[src/rtl/pkd_wrap_sub_pkg.sv]
package pkd_wrap_sub_pkg;

    typedef enum logic [1:0] {
        LANE_B8  = 2'b00,
        LANE_B16 = 2'b01,
        LANE_B32 = 2'b10,
        LANE_B64 = 2'b11
    } lane_sz_e;

    typedef enum logic [1:0] {
        WM_MERGE = 2'b00,
        WM_ZUP   = 2'b01,
        WM_FULL  = 2'b10,
        WM_RSVD  = 2'b11
    } wmode_e;

endpackage

[src/rtl/lane_break_gen.sv]
// Marks the bytes at which a new lane starts for the selected lane width.
module lane_break_gen #(
    parameter int NSEG = 32,
    parameter int SELW = 2
) (
    input  logic [SELW-1:0] lane_log2,
    output logic [NSEG-1:0] seg_start
);
    localparam int MW = (1 << SELW) - 1;

    logic [MW-1:0] lmask;

    always_comb begin
        lmask = '0;
        for (int i = 0; i < MW; i++) begin
            if (i < int'(lane_log2)) lmask[i] = 1'b1;
        end
    end

    for (genvar k = 0; k < NSEG; k++) begin : g_seg
        localparam logic [MW-1:0] KIDX = MW'(k);
        assign seg_start[k] = ((KIDX & lmask) == '0);
    end
endmodule

[src/rtl/borrow_split_sub.sv]
// One wide subtractor (a + ~b + 1) whose carry chain restarts at every lane start.
module borrow_split_sub #(
    parameter int W   = 256,
    parameter int SEG = 8
) (
    input  logic [W-1:0]     a,
    input  logic [W-1:0]     b,
    input  logic [W/SEG-1:0] seg_start,
    output logic [W-1:0]     diff
);
    localparam int NSEG = W / SEG;

    always_comb begin
        logic         c;
        logic         cin;
        logic [SEG:0] s;
        c    = 1'b1;
        diff = '0;
        for (int k = 0; k < NSEG; k++) begin
            cin = (seg_start[k] || k == 0) ? 1'b1 : c;
            s   = {1'b0, a[k*SEG +: SEG]} + {1'b0, ~b[k*SEG +: SEG]}
                + {{SEG{1'b0}}, cin};
            diff[k*SEG +: SEG] = s[SEG-1:0];
            c = s[SEG];
        end
    end
endmodule

[src/rtl/upper_merge.sv]
// Forms the upper half of the destination according to the write mode.
module upper_merge
    import pkd_wrap_sub_pkg::*;
#(
    parameter int W = 256
) (
    input  logic [W-1:0] diff,
    input  logic [W-1:0] prior,
    input  wmode_e       mode,
    output logic [W-1:0] dout
);
    localparam int HALF = W / 2;

    always_comb begin
        dout[HALF-1:0] = diff[HALF-1:0];
        case (mode)
            WM_MERGE: dout[W-1:HALF] = prior[W-1:HALF];
            WM_ZUP:   dout[W-1:HALF] = '0;
            default:  dout[W-1:HALF] = diff[W-1:HALF];
        endcase
    end
endmodule

[src/rtl/pkd_wrap_sub.sv]
module pkd_wrap_sub
    import pkd_wrap_sub_pkg::*;
#(
    parameter int W   = 256,
    parameter int SEG = 8
) (
    input  logic         clk,
    input  logic         rst,
    input  logic         in_valid,
    input  logic [W-1:0] src_a,
    input  logic [W-1:0] src_b,
    input  logic [W-1:0] dst_old,
    input  logic [1:0]   lane_sel,
    input  logic [1:0]   mode_sel,
    output logic [W-1:0] res_q,
    output logic         res_valid
);
    localparam int NSEG = W / SEG;
    localparam int HALF = W / 2;

    typedef struct packed {
        logic [W-1:0] res;
        logic         vld;
    } state_t;

    state_t          state_d, state_q;
    logic [NSEG-1:0] seg_start;
    logic [W-1:0]    diff;
    logic [W-1:0]    merged;
    lane_sz_e        lane_e;
    wmode_e          mode_e;

    assign lane_e = lane_sz_e'(lane_sel);
    assign mode_e = wmode_e'(mode_sel);

    lane_break_gen #(.NSEG(NSEG), .SELW(2)) u_brk (
        .lane_log2 (lane_e),
        .seg_start (seg_start)
    );

    borrow_split_sub #(.W(W), .SEG(SEG)) u_sub (
        .a         (src_a),
        .b         (src_b),
        .seg_start (seg_start),
        .diff      (diff)
    );

    upper_merge #(.W(W)) u_mrg (
        .diff  (diff),
        .prior (dst_old),
        .mode  (mode_e),
        .dout  (merged)
    );

    always_comb begin
        state_d     = state_q;
        state_d.vld = in_valid;
        if (in_valid) state_d.res = merged;
    end

    always_ff @(posedge clk) begin
        if (rst) state_q <= '0;
        else     state_q <= state_d;
    end

    assign res_q     = state_q.res;
    assign res_valid = state_q.vld;


    valid_track_chk: assert property (@(posedge clk) disable iff (rst)
        in_valid |=> res_valid);


    idle_drop_chk: assert property (@(posedge clk) disable iff (rst)
        !in_valid |=> !res_valid);


    idle_hold_chk: assert property (@(posedge clk) disable iff (rst)
        !in_valid |=> $stable(res_q));


    merge_upper_chk: assert property (@(posedge clk) disable iff (rst)
        (in_valid && mode_sel == 2'b00) |=>
            res_q[W-1:HALF] == $past(dst_old[W-1:HALF]));


    zero_upper_chk: assert property (@(posedge clk) disable iff (rst)
        (in_valid && mode_sel == 2'b01) |=> res_q[W-1:HALF] == '0);


    low_byte_chk: assert property (@(posedge clk) disable iff (rst)
        in_valid |=> res_q[7:0] == 8'($past(src_a[7:0]) - $past(src_b[7:0])));
endmodule

[config.mk]
export PLATFORM = sky130hd
export DESIGN_NAME = pkd_wrap_sub
export DESIGN_NICKNAME = d
export VERILOG_FILES = /design/src/rtl/pkd_wrap_sub_pkg.sv /design/src/rtl/lane_break_gen.sv /design/src/rtl/borrow_split_sub.sv /design/src/rtl/upper_merge.sv /design/src/rtl/pkd_wrap_sub.sv
export SDC_FILE = /design/constraint.sdc
export NUM_CORES = 1
export LEC_CHECK = 0
export ABC_AREA = 1
export CAP_MARGIN = 30
export CORE_AREA = 2 2 402 404
export CTS_BUF_LIST = sky130_fd_sc_hd__clkbuf_8 sky130_fd_sc_hd__clkbuf_16
export DETAILED_ROUTE_END_ITERATION = 10
export DIE_AREA = 0 0 404 406
export DONT_BUFFER_PORTS = 1
export MAX_ROUTING_LAYER = met4
export PLACE_DENSITY = 0.31
export SETUP_SLACK_MARGIN = 0.5
export SLEW_MARGIN = 20
export SYNTH_ARGS = -nofsm -noshare
export SYNTH_HDL_FRONTEND = slang
export SYNTH_HIERARCHICAL = 1
export SYNTH_SLANG_ARGS = --single-unit
[constraint.sdc]
create_clock -name clk -period 13.84 [get_ports clk]
set_clock_uncertainty 0.2 [all_clocks]
set_input_delay 0.692 -clock clk [delete_from_list [all_inputs] [get_ports clk]]
set_output_delay 0.692 -clock clk [all_outputs]
set_load 0.01 [all_outputs]
==> results.cfg <==
[detailed_routing]
detailroute.via_count = 24700
wl_per_cell_um = 18.7
via_per_inst = 3.76
drc = 0
ant_nets = 0
drtPass1Iterations = 5
drt_iter0_drc = 996
wirelength_mm = 123

[timing]
period_minus_slack_ns = 11.55
fin_tns_setup_ns = 0
setup_viol = 0
finalHoldViolations = 0
slew_violations = 0
maxSlewHeadroom = 0.0924
max_freq_mhz = 86.6
period_share = 0.834
rsz0062_at_grt = false
worst_pin_slew_ns = 1.36

[setup_path]
worst-setup-path-type = input pin to register
crit_arrival_ns = 11.91
max_stage_delay_ns = 0.48
slowest_stage = fa_1
worstPathRequired_ns = 14.21
r2r-start = res_q[243]
cp-start-kind = input pin
rrSetupSlack_ns = 12.61
startpoint = src_a[128]
critical_path.max_fanout = 3
endpoint = res_q[190]
r2r-end = res_q[243]
crit_path_end_kind = register
r2r.worst_path.cells = 2
path_common_cell = nand2_1

[synth]
syn_area_um2 = 26600
ys_warn_count = 6
avgSynthCellArea_um2 = 5.76
postSynthCellCount = 4609

[die]
io_pins = 1032
die_h_um = 406
rows = 147
die_area_um2 = 164000
die-width_um = 404
core-area_um2 = 160000
initial_core_util = 0.166

[cts]
cts.sinks = 257
root_buffer = clkbuf_16
cts.path.max_buffers = 3
h-tree-depth = 2
cts_tree = built
clk_latency_ns = 0.63
cts_made_buffers = 45
clkSlewWorstSetupHoldPaths_ns = 0.06

[final_layout]
drive_gt1_frac = 0.0225
fin_cells = 6569
nNetsFinal = 5466
syn2layout_area_growth_pct = 9.36

[placed_design]
dp_cells = 6439
gp_congestion = 0.837
port_buffers = 0
hpwl_mm = 101

[grt]
grt_pass1_wl_mm = 170
grt_pass1_vias = 24000
globalRoute.totalOverflow = 0
track_usage = 0.149
antenna_found_initial = 61
grt_max_degree = 435

[power]
p_total_mw = 3.01
p_leak_nw = 17.2
power_density_nw_per_um2 = 104
ir_drop_mv = 0.0815

[run]
drv_cap = 0

[run_status]
status = completed

[hold_path]
hold_path_class = input pin to register
[how the worst min path moves through the flow]
stage | start | to | slack [ns] | cells past startpoint
floorplan | res_q[10] | res_q[10] | 0.29 | 2
global placement | res_q[195] | res_q[195] | 0.30 | 2
detailed placement | res_q[171] | res_q[171] | 0.31 | 2
CTS | in_valid | res_q[0] | 0.0009 | 2
global route | in_valid | res_q[255] | 0.06 | 3
finish | in_valid | res_q[249] | 0.1 | 3
[per-layer routing]
layer,vias up,part of all wire,track usage
li1,12900,-,-
met1,10900,0.40,0.160
met2,745,0.47,0.248
met3,115,0.11,0.0707
met4,0,0.022,0.0372
met5,-,0,-
[worst max-delay path: cells and delay by family]
kind | cells | cell delay, ns
simple gates | 42 | 3.27
compound gates | 2 | 0.44
buf+inv | 10 | 0.64
fa+ha+maj | 16 | 6.85
[registers in the layout, indices dropped and copies added, names as in the netlist]
register and count:
res_q 256, res_valid 1
[repair_timing]
| action | CTS | global route |
|---|---|---|
| hold endpoints to repair | 44 | 0 |
| resized for setup | 0 | 0 |
| hold buffers | 4 | 0 |
| buffers inserted | 0 | 0 |
[area by class of cell]
type | count | area (um2)
inverter | 970 | 3650
multi-input combinational | 3116 | 15800
sequential | 257 | 5140
clock inverter | 26 | 290
timing repair buffer | 14 | 165
fill | 18900 | 131000
antenna | 43 | 108
clock buffer | 57 | 1290
tap | 2086 | 2610
[layout by cell type, fill, tap and decap left out, types with 29 or more instances in the layout]
cell type,count
a21oi_1,94
nand3_1,165
or2_1,29
inv_1,974
nor2_1,690
diode_2,43
fa_1,63
xnor2_1,72
ha_1,224
dfxtp_1,257
nand2_1,1683
clkbuf_16,45
[metrics by stage]
stage / utilization / setup WS (ns) / instance area, um2 / hold slack [ns]
6_report: 0.182 / 2.29 / 29000 / 0.0977
4_1_cts: 0.181 / 2.14 / 28900 / 0.000934
2_1_floorplan: - / 3.18 / 26600 / 0.292
5_1_grt: 0.182 / 1.31 / 29000 / 0.0635
3_3_place_gp: 0.171 / 1.31 / 27300 / 0.305
3_5_place_dp: 0.171 / 1.47 / 27300 / 0.307
[where the power goes]
group / internal, mW / switching (mW)
clock network: 0.751 / 0.490
logic: 0.328 / 0.528
registers: 0.808 / 0.104
Note: power is estimated with default switching activity, not from simulation.
